## config.mk

```make
export PLATFORM = sky130hd
export DESIGN_NAME = disk_data_fifo
export DESIGN_NICKNAME = d
export VERILOG_FILES = /design/src/rtl/disk_fifo_pkg.sv /design/src/rtl/disk_fifo_store.sv /design/src/rtl/disk_fifo_req.sv /design/src/rtl/disk_fifo_pad.sv /design/src/rtl/disk_data_fifo.sv
export SDC_FILE = /design/constraint.sdc
export NUM_CORES = 1
export LEC_CHECK = 0
export ABC_AREA = 1
export BUFFER_PORTS_ARGS = -buffer_cell sky130_fd_sc_hd__buf_2
export CAP_MARGIN = 10
export CORE_MARGIN = 5
export CORE_UTILIZATION = 50
export CTS_CLUSTER_DIAMETER = 80
export DETAILED_ROUTE_END_ITERATION = 12
export GPL_ROUTABILITY_DRIVEN = 0
export MAX_ROUTING_LAYER = met4
export PLACE_DENSITY_LB_ADDON = 0.25
export SLEW_MARGIN = 10
export SYNTH_ARGS = -nofsm -noshare
export SYNTH_HDL_FRONTEND = slang
export SYNTH_HIERARCHICAL = 1
export SYNTH_SLANG_ARGS = --single-unit
```

## constraint.sdc

```tcl
create_clock -name clk -period 7.1 [get_ports clk]
set_input_delay 0.71 -clock clk [delete_from_list [all_inputs] [get_ports clk]]
set_output_delay 0.71 -clock clk [all_outputs]
set_load 0.02 [all_outputs]
```

## src/rtl/disk_fifo_pkg.sv

```systemverilog
// Package: shared types and sizing for the disk data FIFO.
// Assumes: all modules of the block import it.
package disk_fifo_pkg;
    typedef enum logic {
        XFER_TO_DISK = 1'b0,
        XFER_TO_HOST = 1'b1
    } xfer_dir_e;

    localparam int unsigned DEF_DEPTH  = 16;
    localparam int unsigned DEF_WIDTH  = 8;
    localparam int unsigned DEF_LEN_W  = 16;
endpackage

```

## src/rtl/disk_fifo_store.sv

```systemverilog
// Module: circular byte store with a run-time capacity limit.
// It takes a push and a pop per cycle and refuses pushes at the
// capacity limit. It refuses pops when empty and ignores both during a flush.
// Assumes: cap never exceeds DEPTH. head reads as zero when empty.
module disk_fifo_store #(
    parameter int unsigned W     = 8,
    parameter int unsigned DEPTH = 16,
    localparam int unsigned PW   = $clog2(DEPTH),
    localparam int unsigned CW   = $clog2(DEPTH + 1)
) (
    input  logic          clk,
    input  logic          rst_n,
    input  logic          flush,
    input  logic          push,
    input  logic          pop,
    input  logic [W-1:0]  wdata,
    input  logic [CW-1:0] cap,
    output logic [W-1:0]  head,
    output logic [CW-1:0] level,
    output logic          full,
    output logic          empty
);
    logic [W-1:0]  mem [DEPTH];
    logic [PW-1:0] wr_ptr;
    logic [PW-1:0] rd_ptr;
    logic          push_ok;
    logic          pop_ok;

    // Status and accepted strobes from the current occupancy.
    always_comb begin
        full    = (level >= cap);
        empty   = (level == '0);
        push_ok = push & ~full & ~flush;
        pop_ok  = pop & ~empty & ~flush;
        head    = empty ? '0 : mem[rd_ptr];
    end

    // Storage array write.
    always_ff @(posedge clk) begin
        if (push_ok) mem[wr_ptr] <= wdata;
    end

    // Pointer and occupancy update with wrap at DEPTH.
    always_ff @(posedge clk) begin
        if (!rst_n || flush) begin
            wr_ptr <= '0;
            rd_ptr <= '0;
            level  <= '0;
        end else begin
            if (push_ok) wr_ptr <= (wr_ptr == PW'(DEPTH - 1)) ? '0 : wr_ptr + 1'b1;
            if (pop_ok)  rd_ptr <= (rd_ptr == PW'(DEPTH - 1)) ? '0 : rd_ptr + 1'b1;
            case ({push_ok, pop_ok})
                2'b10:   level <= level + 1'b1;
                2'b01:   level <= level - 1'b1;
                default: level <= level;
            endcase
        end
    end
endmodule

```

## src/rtl/disk_fifo_req.sv

```systemverilog
// Module: threshold service request with hysteresis.
// When reading it sets on count >= threshold and clears at empty.
// When writing it sets on free slots >= threshold and clears at full.
// Assumes: level and cap come from the store. A threshold of zero counts as one.
module disk_fifo_req #(
    parameter int unsigned DEPTH = 16,
    localparam int unsigned TW   = $clog2(DEPTH),
    localparam int unsigned CW   = $clog2(DEPTH + 1)
) (
    input  logic          clk,
    input  logic          rst_n,
    input  logic          to_host,
    input  logic          en,
    input  logic [CW-1:0] level,
    input  logic [CW-1:0] cap,
    input  logic [TW-1:0] thr,
    output logic          drq
);
    logic [CW-1:0] thr_eff;
    logic [CW-1:0] free_slots;
    logic          set_c;
    logic          clr_c;
    logic          req_q;

    // Set and clear conditions for the current direction.
    always_comb begin
        thr_eff    = (thr == '0) ? CW'(1) : CW'(thr);
        free_slots = (level >= cap) ? '0 : cap - level;
        set_c      = to_host ? (level >= thr_eff) : (free_slots >= thr_eff);
        clr_c      = to_host ? (level == '0) : (free_slots == '0);
        drq        = en & (set_c | (req_q & ~clr_c));
    end

    // Remember the request between the two thresholds.
    always_ff @(posedge clk) begin
        if (!rst_n) req_q <= 1'b0;
        else        req_q <= drq;
    end
endmodule

```

## src/rtl/disk_fifo_pad.sv

```systemverilog
// Module: sector byte counter, underrun flag and zero padding control.
// It counts disk-side byte requests in the to-disk direction. An empty
// request flags underrun and starts padding. At the sector end it emits a
// one-cycle CRC request.
// Assumes: restart is the command start pulse, sec_clr also covers execution entry.
module disk_fifo_pad #(
    parameter int unsigned LW = 16
) (
    input  logic          clk,
    input  logic          rst_n,
    input  logic          restart,
    input  logic          sec_clr,
    input  logic          active,
    input  logic          take,
    input  logic          empty,
    input  logic [LW-1:0] sec_len,
    output logic          underrun,
    output logic          crc_pulse
);
    logic [LW-1:0] sec_cnt;
    logic          padding;
    logic          last_c;
    logic          unr_evt;

    // Sector end and underrun event detection.
    always_comb begin
        last_c  = ({1'b0, sec_cnt} + 1'b1) >= {1'b0, sec_len};
        unr_evt = active & take & empty & ~underrun;
    end

    // Sector counting, sticky underrun, padding and CRC pulse.
    always_ff @(posedge clk) begin
        if (!rst_n) begin
            sec_cnt   <= '0;
            padding   <= 1'b0;
            underrun  <= 1'b0;
            crc_pulse <= 1'b0;
        end else begin
            crc_pulse <= 1'b0;
            if (restart) begin
                sec_cnt  <= '0;
                padding  <= 1'b0;
                underrun <= 1'b0;
            end else begin
                if (sec_clr) begin
                    sec_cnt <= '0;
                end else if (active && take) begin
                    if (last_c) begin
                        sec_cnt <= '0;
                        if (padding || unr_evt) begin
                            crc_pulse <= 1'b1;
                            padding   <= 1'b0;
                        end
                    end else begin
                        sec_cnt <= sec_cnt + 1'b1;
                        if (unr_evt) padding <= 1'b1;
                    end
                end
                if (unr_evt) underrun <= 1'b1;
            end
        end
    end
endmodule

```

## src/rtl/disk_data_fifo.sv

```systemverilog
// Module: top of the disk controller data FIFO.
// It steers host and disk strobes by direction. It limits depth to one byte
// outside full-depth execution, flushes on execution entry and command start,
// and flags overrun. Underrun and padding come from disk_fifo_pad.
// Assumes: strobes are single-cycle per byte and synchronous to clk.
module disk_data_fifo
    import disk_fifo_pkg::*;
#(
    parameter int unsigned DEPTH = DEF_DEPTH,
    parameter int unsigned W     = DEF_WIDTH,
    parameter int unsigned LW    = DEF_LEN_W,
    localparam int unsigned TW   = $clog2(DEPTH),
    localparam int unsigned CW   = $clog2(DEPTH + 1)
) (
    input  logic          clk,
    input  logic          rst_n,
    input  logic          cfg_fifo_en,
    input  logic [TW-1:0] cfg_thresh,
    input  logic          cfg_dma_en,
    input  logic          cmd_start,
    input  logic          exec_active,
    input  logic          dir_to_host,
    input  logic [LW-1:0] sector_len,
    input  logic          host_wr,
    input  logic [W-1:0]  host_wdata,
    input  logic          host_rd,
    output logic [W-1:0]  host_rdata,
    input  logic          dsk_wr,
    input  logic [W-1:0]  dsk_wdata,
    input  logic          dsk_rd,
    output logic [W-1:0]  dsk_rdata,
    output logic          rqm,
    output logic          dio,
    output logic          drq,
    output logic          overrun,
    output logic          underrun,
    output logic          xfer_err,
    output logic          crc_append
);
    xfer_dir_e     dir;
    logic          exec_q;
    logic          exec_start;
    logic          flush;
    logic          fifo_mode;
    logic [CW-1:0] cap;
    logic [TW-1:0] thr_sel;
    logic          push;
    logic          pop;
    logic [W-1:0]  wdata;
    logic [W-1:0]  head;
    logic [CW-1:0] level;
    logic          full;
    logic          empty;
    logic          ovr_q;
    logic          unr;
    logic          req_en;
    logic          pad_active;

    // Mode, capacity and strobe steering.
    always_comb begin
        dir        = xfer_dir_e'(dir_to_host);
        exec_start = exec_active & ~exec_q;
        flush      = exec_start | cmd_start;
        fifo_mode  = cfg_fifo_en & exec_active;
        cap        = fifo_mode ? CW'(DEPTH) : CW'(1);
        thr_sel    = fifo_mode ? cfg_thresh : TW'(1);
        push       = (dir == XFER_TO_HOST) ? dsk_wr : (host_wr & ~unr);
        pop        = (dir == XFER_TO_HOST) ? host_rd : (dsk_rd & ~unr);
        wdata      = (dir == XFER_TO_HOST) ? dsk_wdata : host_wdata;
        req_en     = cfg_dma_en & exec_active & ~unr;
        pad_active = exec_active & (dir == XFER_TO_DISK) & ~exec_start;
    end

    // Execution entry edge detection.
    always_ff @(posedge clk) begin
        if (!rst_n) exec_q <= 1'b0;
        else        exec_q <= exec_active;
    end

    // Sticky overrun: disk byte arriving with no room during execution.
    always_ff @(posedge clk) begin
        if (!rst_n || cmd_start)
            ovr_q <= 1'b0;
        else if (exec_active && (dir == XFER_TO_HOST) && dsk_wr && full && !flush)
            ovr_q <= 1'b1;
    end

    disk_fifo_store #(.W(W), .DEPTH(DEPTH)) u_store (
        .clk   (clk),
        .rst_n (rst_n),
        .flush (flush),
        .push  (push),
        .pop   (pop),
        .wdata (wdata),
        .cap   (cap),
        .head  (head),
        .level (level),
        .full  (full),
        .empty (empty)
    );

    disk_fifo_req #(.DEPTH(DEPTH)) u_req (
        .clk     (clk),
        .rst_n   (rst_n),
        .to_host (dir_to_host),
        .en      (req_en),
        .level   (level),
        .cap     (cap),
        .thr     (thr_sel),
        .drq     (drq)
    );

    disk_fifo_pad #(.LW(LW)) u_pad (
        .clk       (clk),
        .rst_n     (rst_n),
        .restart   (cmd_start),
        .sec_clr   (exec_start),
        .active    (pad_active),
        .take      (dsk_rd),
        .empty     (empty),
        .sec_len   (sector_len),
        .underrun  (unr),
        .crc_pulse (crc_append)
    );

    // Host-visible data and status.
    always_comb begin
        host_rdata = (dir == XFER_TO_HOST) ? head : '0;
        dsk_rdata  = ((dir == XFER_TO_DISK) && !unr) ? head : '0;
        rqm        = (dir == XFER_TO_HOST) ? ~empty : (~full & ~unr);
        dio        = dir_to_host;
        overrun    = ovr_q;
        underrun   = unr;
        xfer_err   = ovr_q | unr;
    end
endmodule

```

== Word-level counts from Yosys, hierarchy flattened ==
Memory sizes are Yosys's and may differ from the RTL's. A register that Yosys moved wholly into a read port is not among the register bits.
Cells that the tools add are included.
Widths: inputs -> output; s select.
Cells by class
  bitwise gates (word level): 32
  muxes and demuxes: 25
  reduce and logical (&&, ||, !) cells: 21
  add/sub/neg operators: 7
  equal/unequal tests: 5
  order comparisons: 4
Operator list (number)
  $mux 8: 4
  $mux 4: 6
  $and 1x1->1: 18
  $add 16x1->17 const B: 1
  $ge 17x16->1: 1
  $add 16x1->16 const B: 1
  $mux 16: 1
  $ge 5x5->1: 3
  $mux 1: 11
  $not 1->1: 11
  $logic_not 5->1: 2
  $mux 5: 2
  $pmux 5 s2: 1
  $add 4x1->4 const B: 2
  $eq 4x4->1 const B: 2
  $logic_and 1x1->1: 6
  $add 5x1->5 const B: 1
  $reduce_or 5->1: 1
  $sub 5x1->5 const B: 1
  $sub 5x5->5: 1
  $logic_not 4->1: 1
  $reduce_and 4->1: 1
  $reduce_bool 2->1: 2
  $logic_not 1->1: 3
  other kinds (7): 11
Word-level totals
  memories: 1
  output and inout port bits: 23
  register bits: 35
  logic and storage cells: 105
  bits of input ports: 47
  memory bits (writable): 128
Memories
  u_store.mem: depth 16, bits a word 8, read ports 1, clocked after memory_dff 1, write ports 1, RTL line disk_fifo_store.sv:23  | logic [W-1:0] mem [DEPTH];

== Longest topological paths before layout ==
Gate-level depths: netlist of the first run.
  depth in word-level cells: 10
  gate-level depth with buffers: 21
  depth with buffers taken out: 21

== Modules after synthesis ==
Netlist of the first run, hierarchy kept.
Modules (own cells, without submodules)
  disk_fifo_store: area an instance 6348.6 µm², cells an instance 593, sequential area each 4184.0 µm², times used 1
  disk_fifo_pad: area an instance 1672.9 µm², cells an instance 262, sequential area each 380.4 µm², times used 1
  disk_fifo_req: area an instance 570.5 µm², cells an instance 92, sequential area each 20.0 µm², times used 1
  disk_data_fifo: area an instance 444.2 µm², cells an instance 100, sequential area each 40.0 µm², times used 1

== Least setup slack after synthesis of the first run ==
No wires, ideal clock.
  kind: input to output
  start: input port exec_active
  end: output port drq
  required time: 6.390 ns
  stages on the path: 18
  arrival: 2.658 ns
  path buffers: 0
  path slack: 3.732 ns
  path through: nand2_2 inv_1 ha_1 nand2_1 nor3_2 nor2_1 nor2_2 inv_2 or2_1 ha_1 inv_1 a21boi_0 o21ai_0 nand2_1 a21oi_1 nand2_1 nand2_2 inv_1
Between the ends
  word-level cells in the longest chain between the ends: 10
  elaborated cells on any way between the ends: 19
  classes of those cells: 1 x add/sub; 3 x order compare; 6 x mux; 7 x bitwise; 2 x reduce/logical
Ends and longest elaborated chain
  start: declaration: RTL line disk_data_fifo.sv:21  | input logic exec_active,
  $and 1x1->1 *: RTL line disk_data_fifo.sv:64  | fifo_mode = cfg_fifo_en & exec_active;
  $mux 5 *: RTL line disk_data_fifo.sv:65  | cap = fifo_mode ? CW'(DEPTH) : CW'(1);
  net cap[4]: RTL line disk_data_fifo.sv:45  | logic [CW-1:0] cap;
  $sub 5x5->5 / $ge 5x5->1 (equally long branches): RTL line disk_fifo_req.sv:28  | free_slots = (level >= cap) ? '0 : cap - level;
  $mux 5 *: RTL line disk_fifo_req.sv:28
  parallel branches: the longest is 4 deep, another holds $ge 5x5->1
  $or 1x1->1 *: RTL line disk_fifo_req.sv:31  | drq = en & (set_c | (req_q & ~clr_c));
  $and 1x1->1 *: RTL line disk_fifo_req.sv:31
  end: declaration: RTL line disk_data_fifo.sv:34  | output logic drq,
Mark *: on every way through the listed nets, which the timed path passes.

==> results of run 1 <==
[how the worst min path moves through the flow]
stage	to	cells past startpoint	from	slack, ns
6_report	overrun	2	overrun	0.49
4_1_cts	overrun	2	overrun	0.49
3_5_place_dp	overrun	2	overrun	0.47
3_3_place_gp	overrun	2	overrun	0.48
2_1_floorplan	register	2	u_store/rd_ptr[2]	0.46
5_1_grt	u_pad/sec_cnt[1]	2	u_pad/sec_cnt[1]	0.51
[final cells by class]
type,count,share of cell area [%]
timing repair buffer,71,3.58
sequential,167,45.9
inverter,142,5.34
multi-input combinational,710,36.0
clock inverter,14,2.05
clock buffer,18,4.26
tap,229,2.84
[tightest hold or removal path: cells and delay by family, from the launching register on]
kind | cells | cell delay, ns
AOI/OAI and AO/OA | 1 | 0.05
buffers and inverters | 1 | 0.08
DFF | 1 | 0.32
[sequential cells by signal, indices dropped and copies added, names as in the netlist, named ones only]
name	count
exec_q	1
overrun	1
u_pad/crc_pulse	1
u_pad/padding	1
u_pad/sec_cnt	16
u_pad/underrun	1
u_req/req_q	1
u_store/level	5
u_store/mem	128
u_store/rd_ptr	4
u_store/wr_ptr	4
[metal layers]
metal	up-vias	global-route usage [%]	share of wire (%)
met1	3122	28.1	48
met2	225	31.5	45
met3	22	3.80	6.0
met4	0	5.84	1.1
met5	-	-	0
li1	3536	-	-
[power breakdown]
part | switching [µW] | internal [µW]
combinational | 86.8 | 39.3
clock | 370 | 621
sequential | 2.02 | 1060
total | 459 | 1720
[logic make-up (layout without fill, tap and decap cells)]
logic type / count (synthesis) / after routing
other: 1 / 7
and+or+nand+nor: 571 / 571
AOI/OAI and AO/OA: 71 / 71
buffers and inverters: 176 / 245
DFF: 167 / 167
adders and majority gates: 45 / 45
xor gates and xnor gates: 16 / 16
[placed cells by master (no fill, tap or decap), drive strengths merged]
master    count
nand4        25
edfxtp      128
clkinvlp      2
clkbuf       18
nor2         73
o21a          1
a31oi         1
o211ai        1
o22ai         1
nand3b        1
o21bai        2
xnor2         4
xor2         12
nand3       130
dfxtp        39
a31o          1
ha           44
nand2       337
nor3          2
fa            1
clkinv        9
bufinv        5
inv         140
conb          7
a21oi        50
o21ai        10
a21boi        4
or2           3
buf          71
[metrics by stage]
| step | utilization [%] | cell area [µm²] | instances | hold slack [ns] | total power (µW) |
|---|---|---|---|---|---|
| finish | 56.3 | 10100 | 1351 | 0.488 | 2180 |
| global route | 56.3 | 10100 | 1351 | 0.511 | 2250 |
| CTS | 56.3 | 10100 | 1351 | 0.487 | 2190 |
| detailed placement | 52.7 | 9440 | 1319 | 0.473 | 1210 |
| global placement | 52.7 | 9440 | 1319 | 0.478 | 1210 |
| floorplan | - | 9060 | 1053 | 0.460 | 1160 |
==> results.py, run 1 <==
metrics = {
    "status": {
        "outcome": "completed",
    },
    "place": {
        "pre_cts_ws_ns": 3.29,
        "io_buffers": 69,
        "dp_hpwl_mm": 13.6,
    },
    "logic_synthesis": {
        "yosysWarnings": 6,
        "synth_ff_type": "edfxtp_1",
        "synth-simple-area-share_pct": 27.7,
        "synth_xor_area_share_pct": 1.55,
        "avgSynthCellArea_um2": 8.63,
        "synth_compound_area_share_pct": 4.31,
        "synth_common_cells": "325 x nand2_1, 137 x inv_1, 128 x edfxtp_1",
        "yosysSeqAreaShare_pct": 51.2,
        "synth_area_leaders": "edfxtp_1 43%, nand2_1 14%, dfxtp_1 8.6%",
        "synth_most_common_cell": "nand2_1",
        "async_flop_share_pct": 0,
        "synth.distinct_cells": 43,
        "syn_area_mm2": 0.00904,
        "synth_top_cell_area_share_pct": 42.5,
        "synth_fa_ha_area_share_pct": 6.31,
        "synth_top_family_by_area": "simple AND/OR/NAND/NOR gates",
        "synthMuxAreaShare_pct": 0,
        "synth_area_leader_cell": "edfxtp_1",
        "syn_inst": 1047,
        "synth-seq-cells": 167,
        "synth-edff-count": 128,
    },
    "sta": {
        "slew_violations": 0,
        "setup_viol_count_final": 0,
        "maxSlewHeadroom_pct": 24.3,
        "setup_tns_ns": 0,
        "max_freq_mhz": 258,
        "post-route-period-util_pct": 54.5,
        "fin_skew_ns": 0.00763,
        "tightest_slew_ns": 1.13,
        "rsz0062_at_grt": "no",
        "fin_ws_ns": 3.23,
        "final.min_clock_period_ns": 3.87,
        "finalHoldViolations": 0,
    },
    "worst_setup_path": {
        "crit_buf_inv": 4,
        "path_class": "register to output pin",
        "cp_cell_sequence": "buf_4, inv_2, nand2_1, nand3_1, nand3_1, nand2_1, nand2_1, a21oi_1, inv_1, nor2_1, buf_2",
        "critPathTopFamily": "buffers and inverters",
        "path_depth": 11,
        "r2r-end": "u_pad/sec_cnt[8]",
        "crit_top_cell": "nand2_1",
        "endpoint": "dsk_rdata[7]",
        "crit_fanout": 65,
        "required_ns": 6.39,
        "r2r-start": "u_pad/sec_cnt[0]",
        "reg2reg_depth": 15,
        "cp_slowest_stage_delay_ns": 0.92,
        "critPathLaunchType": "register",
        "cp_slowest_cell": "inv_2",
        "r2r_slack_ns": 4.31,
        "end_kind": "output pin",
        "arrival_ns": 3.16,
    },
    "clock_tree": {
        "cts_setup_buffers": 0,
        "cts.clk_slew.worst_paths_ns": 0.06,
        "clock_latency_ns": 0.43,
        "numCtsBuffers": 17,
        "cts_tree": "built",
        "h-tree-depth": 4,
        "cts_root_buffer": "clkbuf_16",
        "clk_path_buf_depth": 2,
        "cts_hold_buf": 0,
        "cts_resized": 0,
        "cts_sinks": 167,
    },
    "finish": {
        "seq_area_mm2": 0.00463,
        "n_fill_cell": 1618,
        "antennaDiodeCount": 0,
        "drive_gt1_share_pct": 11.9,
        "multi_input_area_mm2": 0.00363,
        "final_nets": 1201,
        "area_growth_pct": 11.5,
    },
    "power_and_ir_drop": {
        "vdd_drop_max_v": 0.000184,
        "p_per_area_mw_per_mm2": 216,
        "p_leak_uw": 0.00443,
    },
    "grt": {
        "antenna_found_initial": 0,
        "grt_max_degree": 66,
        "grt_pass1_vias": 6450,
        "grt-ovfl-total": 0,
        "track_usage_pct": 20.5,
        "grt_pass1_wl_mm": 32.5,
    },
    "detailed_routing": {
        "vias_per_cell": 5.11,
        "postRouteAntennaNets": 0,
        "routedWlPerCell_um": 14.9,
        "drtIter0Drc": 454,
        "wl_mm": 20.2,
        "drt_pre_antenna_iters": 5,
        "drcViolationCount": 0,
        "dr_total_vias": 6905,
    },
    "die": {
        "initial_core_util_pct": 50.5,
        "placement_rows": 49,
        "die_y_um": 144,
        "core-area_mm2": 0.0179,
        "die_area_mm2": 0.0209,
        "pin_count": 70,
        "die_w_um": 144,
    },
    "job": {
        "max-cap-violations": 0,
    },
    "min_path": {
        "hp-class": "register to register",
    },
}
Note: power is estimated with default switching activity, not from simulation.
==> inputs of run 2 (changes only) <==
Clock period 7.1 ns to 3.3 ns, I/O delays scaled along.
==> run 2 against run 1 <==
Effect of this change:
- via count grew 1.0%
- worst setup slack worse by 3.0 ns
- highest routed layer unchanged
- routed wire length shrank 0.89%
- global-route usage barely moved
- clock-buffer cell count grew 3
- critical endpoint is now drq
- combinational power rose by 130%
- non-clock buffer count rose by 28
- clock skew is 0.0013 ns higher
- core utilization rose by 1.3 points
==> results.py, run 2 (synthesis gave the netlist of run 1 again) <==
metrics = {
    "status": {
        "outcome": "completed",
    },
    "job": {
        "max-cap-violations": 0,
    },
    "grt": {
        "track_usage_pct": 20.6,
        "grt-ovfl-total": 0,
        "antenna_found_initial": 0,
        "grt_pass1_vias": 6568,
        "grt_pass1_wl_mm": 32.5,
        "grt_max_degree": 33,
    },
    "detailed_routing": {
        "vias_per_cell": 5.06,
        "dr_total_vias": 6974,
        "wl_mm": 20.0,
        "drtIter0Drc": 491,
        "drcViolationCount": 0,
        "routedWlPerCell_um": 14.5,
        "drt_pre_antenna_iters": 5,
        "postRouteAntennaNets": 0,
    },
    "clock_tree": {
        "numCtsBuffers": 17,
        "h-tree-depth": 4,
        "cts_sinks": 167,
        "clock_latency_ns": 0.42,
        "cts_root_buffer": "clkbuf_16",
        "cts.clk_slew.worst_paths_ns": 0.06,
        "cts_tree": "built",
        "clk_path_buf_depth": 2,
    },
    "finish": {
        "top_register": "u_store/mem",
        "largestRegisters": "u_store/mem (128), u_pad/sec_cnt (16), u_store/level (5)",
        "largest_reg_flops": 128,
        "antennaDiodeCount": 0,
        "area_growth_pct": 14.1,
        "final_common_cell": "nand2_1",
        "drive_gt1_share_pct": 14.6,
        "final_cell_mix": "324 x nand2_1, 134 x inv_1, 128 x edfxtp_1",
        "final_nets": 1229,
        "n_fill_cell": 1605,
        "final_area_mm2": 0.0103,
    },
    "sta": {
        "maxSlewHeadroom_pct": 28.0,
        "final.min_clock_period_ns": 3.11,
        "hold_ws_ns": 0.180,
        "finalHoldViolations": 0,
        "max_freq_mhz": 321,
        "setup_tns_ns": 0,
        "fin_skew_ns": 0.00896,
        "post-route-period-util_pct": 94.3,
        "tightest_slew_ns": 1.08,
        "setup_viol_count_final": 0,
        "rsz0062_at_grt": "yes",
        "fin_ws_ns": 0.188,
        "slew_violations": 0,
    },
    "die": {
        "die_w_um": 144,
        "pin_count": 70,
        "core-area_mm2": 0.0179,
        "die_area_mm2": 0.0209,
        "placement_rows": 49,
        "initial_core_util_pct": 50.5,
        "die_y_um": 144,
    },
    "power_and_ir_drop": {
        "swShare_pct": 21.0,
        "seq_power_share_pct": 50.8,
        "vdd_drop_max_v": 0.000363,
        "p_per_area_mw_per_mm2": 437,
        "pwr-share-comb_pct": 6.5,
        "p_leak_uw": 0.00456,
        "p_int_uw": 3560,
        "clkPwrFrac_pct": 42.7,
        "fin_total_pwr_uw": 4500,
        "p_sw_uw": 945,
    },
    "worst_setup_path": {
        "end_kind": "output pin",
        "required_ns": 2.97,
        "crit_buf_inv": 4,
        "cp_cell_sequence": "ha_1, inv_1, fa_1, inv_1, nor2_1, ha_1, a21boi_1, o21ai_1, nand2_1, a21oi_2, nand2_1, nand2_2, inv_2, buf_6",
        "crit_fanout": 3,
        "critPathTopFamily": "adder cells",
        "critPathLaunchType": "register",
        "arrival_ns": 2.78,
        "cp_slowest_stage_delay_ns": 0.49,
        "cp_slowest_cell": "fa_1",
        "path_class": "register to output pin",
    },
    "place": {
        "dpl_cell_area_mm2": 0.00965,
        "io_buffers": 69,
        "dp_hpwl_mm": 14.1,
        "pre_cts_ws_ns": 0.209,
    },
    "min_path": {
        "hp-class": "primary input to register",
    },
}
## run 2: cell count changes in the layout (fill, tap and decap cells not counted), sizes merged
cell,previous run,this run
buf,71,99
bufinv,5,3
clkbuf,18,21
clkinv,9,6
inv,140,141
## run 2: tightest hold or removal path, stage by stage
cell	delay [ns]
buf_2	0.14
nand2_1	0.06
inv_1	0.04
## run 2: stage by stage
step / cells / util [%]
after detailed placement: 1345 / 53.9
after floorplan: 1053 / -
after global routing: 1378 / 57.6
final: 1378 / 57.6
after CTS: 1376 / 57.1
after global placement: 1345 / 53.9
## run 2: area by class of cell
type,count,area [µm²],share of cell area [%]
Tap cell,229,287,2.78
Clock buffer,21,440,4.27
Multi-Input combinational cell,710,3700,35.9
Inverter,142,538,5.22
Clock inverter,10,129,1.25
Sequential cell,167,4630,44.9
Timing Repair Buffer,99,589,5.72
## run 2: per-layer routing
| metal | vias up | GRT usage [%] | part of all wire [%] |
|---|---|---|---|
| li1 | 3593 | - | - |
| met1 | 3155 | 27.9 | 47 |
| met2 | 204 | 32.0 | 46 |
| met3 | 22 | 3.54 | 5.3 |
| met4 | 0 | 5.94 | 1.5 |
| met5 | - | - | 0 |
## run 2: worst paths after layout
path,cells past startpoint,to,startpoint,slack (ns)
worst max-delay path,14,drq,u_store/level[0],0.19
worst min-delay path,3,exec_q,rst_n,0.18
worst max register to register,15,u_pad/sec_cnt[11],u_pad/sec_cnt[0],0.48
worst min register to register,2,overrun,overrun,0.50
## run 2: repair_timing
action / 4_1_cts / 5_1_grt
hold buffers: 0 / 0
endpoints found under the setup margin: 1 / 1
pin swaps: 0 / 11
setup buffers: 0 / 2
resized for setup: 1 / 19
hold endpoints to repair: 0 / 0
## run 2: power by group through the flow
stage          clock (µW)  combinational (µW)  sequential [µW]
2_1_floorplan           0                 177             2330
3_3_place_gp            0                 269             2330
3_5_place_dp            0                 274             2330
4_1_cts              1960                 275             2290
6_report             1920                 294             2290
5_1_grt              2050                 333             2290
==> inputs of run 3 (changes only) <==
Settings changed: RECOVER_POWER set to 100.
Clock period 3.3 ns to 2.55 ns, I/O delays scaled along.
==> run 3 against run 2 <==
Effect of this change:
- the run now ends with negative setup slack left
- cell count up 3.9%
- critical endpoint unchanged
- final area rose by 7.2%
- flip-flop and latch count is the same
- combinational power rose by 45%
- core utilization rose by 4.2 points
- highest routed layer unchanged
==> results.py, run 3 (synthesis gave the netlist of run 1 again) <==
metrics = {
    "finish": {
        "largestRegisters": "u_store/mem (128), u_pad/sec_cnt (16), u_store/level (5)",
        "n_fill_cell": 1492,
        "antennaDiodeCount": 0,
        "final_cell_mix": "316 x nand2_1, 130 x inv_1, 128 x edfxtp_1",
        "final_nets": 1282,
        "final_area_mm2": 0.0111,
        "final_common_cell": "nand2_1",
        "area_growth_pct": 22.4,
        "largest_reg_flops": 128,
        "top_register": "u_store/mem",
        "drive_gt1_share_pct": 22.1,
    },
    "job": {
        "max-cap-violations": 0,
    },
    "detailed_routing": {
        "drcViolationCount": 0,
        "drt_pre_antenna_iters": 5,
        "wl_mm": 22.0,
        "dr_total_vias": 7343,
        "drtIter0Drc": 548,
        "routedWlPerCell_um": 15.4,
        "postRouteAntennaNets": 0,
        "vias_per_cell": 5.13,
    },
    "worst_setup_path": {
        "crit_fanout": 2,
        "end_kind": "output pin",
        "required_ns": 2.30,
        "arrival_ns": 2.71,
        "critPathLaunchType": "register",
        "path_class": "register to output pin",
    },
    "sta": {
        "tightest_slew_ns": 0.738,
        "fin_ws_ns": -0.412,
        "post-route-period-util_pct": 116,
        "setup_tns_ns": -2.62,
        "final.min_clock_period_ns": 2.96,
        "rsz0062_at_grt": "yes",
        "maxSlewHeadroom_pct": 50.7,
        "setup_viol_count_final": 100,
        "finalHoldViolations": 0,
        "max_freq_mhz": 338,
        "slew_violations": 0,
        "fin_skew_ns": 0.0103,
    },
    "clock_tree": {
        "clk_path_buf_depth": 2,
        "h-tree-depth": 4,
        "cts.clk_slew.worst_paths_ns": 0.07,
        "numCtsBuffers": 17,
        "clock_latency_ns": 0.43,
        "cts_tree": "built",
        "cts_root_buffer": "clkbuf_16",
        "cts_sinks": 167,
        "cts_hold_buf": 0,
    },
    "die": {
        "die_y_um": 144,
        "placement_rows": 49,
        "pin_count": 70,
        "core-area_mm2": 0.0179,
        "initial_core_util_pct": 50.5,
        "die_area_mm2": 0.0209,
        "die_w_um": 144,
    },
    "place": {
        "dpl_cell_area_mm2": 0.00990,
        "io_buffers": 69,
        "dp_hpwl_mm": 14.5,
    },
    "grt": {
        "grt_pass1_wl_mm": 33.5,
        "grt_max_degree": 35,
        "antenna_found_initial": 0,
        "grt-ovfl-total": 0,
        "track_usage_pct": 21.3,
        "grt_pass1_vias": 6872,
    },
    "power_and_ir_drop": {
        "p_per_area_mw_per_mm2": 536,
        "p_leak_uw": 0.00484,
        "vdd_drop_max_v": 0.000485,
    },
    "min_path": {
        "hp-class": "primary input to register",
    },
    "status": {
        "violations": "negative setup slack",
        "outcome": "finished, violations left",
    },
}
==> run 3: cell count changes in the layout (fill, tap and decap cells not counted), sizes merged <==
cell,delta
nand2,+1
clkinv,+2
inv,-2
clkbuf,+14
buf,+37
clkinvlp,+2
==> run 3: final timing paths <==
check / depth (start not counted) / from / slack, ns / to
worst max-delay path: 14 / u_store/level[0] / -0.41 / drq
worst min register to register: 2 / overrun / 0.48 / overrun
worst min-delay path: 3 / rst_n / 0.11 / exec_q
worst max register to register: 22 / u_store/level[4] / -0.19 / u_req/req_q
==> run 3: cell type report <==
cell class | count | area [µm²] | area share (%)
inverters | 142 | 546 | 4.93
clock inverters | 12 | 154 | 1.39
well taps | 229 | 287 | 2.59
clock buffers | 20 | 437 | 3.95
flip-flops and latches | 167 | 4660 | 42.1
multi-input cells | 711 | 3950 | 35.7
repair buffers | 151 | 1030 | 9.32
==> run 3: worst max-delay path, stage by stage (launching register included) <==
cell and delay, ns:
dfxtp_2 0.35, ha_1 0.22, inv_1 0.09, fa_1 0.48
inv_1 0.06, nor2_2 0.11, ha_1 0.23, a21boi_1 0.12
o21ai_1 0.12, nand2_1 0.09, a21oi_2 0.11, nand2_1 0.07
nand2_2 0.07, inv_2 0.04, buf_6 0.12
==> run 3: stage by stage <==
step	util [%]	hold WS [ns]	instances	setup slack, ns	power [µW]
4_1_cts	59.0	0.0801	1414	-0.498	5950
5_1_grt	61.8	0.0938	1432	-0.603	6140
2_1_floorplan	-	0.348	1053	0.0140	3240
6_report	61.8	0.109	1432	-0.412	5930
3_5_place_dp	55.3	0.471	1375	-0.308	3400
3_3_place_gp	55.3	0.470	1375	-0.237	3390
==> run 3: report_power, final <==
group          switching (µW)  internal [µW]  leakage [µW]  total (µW)
Clock                    1010           1540      0.000282        2550
Combinational             268            159       0.00308         426
Sequential               4.56           2950       0.00148        2950
==> run 3: what timing repair did <==
action | CTS | global route
endpoints found under the setup margin | 1 | 39
gates resized for setup | 10 | 91
gates cloned | 0 | 4
pin swaps | 10 | 27
buffers inserted | 7 | 14
==> run 3: per-layer routing <==
| metal | up-vias | global-route usage, % | routed length (µm) |
|---|---|---|---|
| met5 | - | - | 0 |
| li1 | 3702 | - | - |
| met3 | 51 | 3.54 | 1470 |
| met2 | 278 | 33.8 | 10400 |
| met1 | 3312 | 28.1 | 9670 |
| met4 | 0 | 6.77 | 507 |
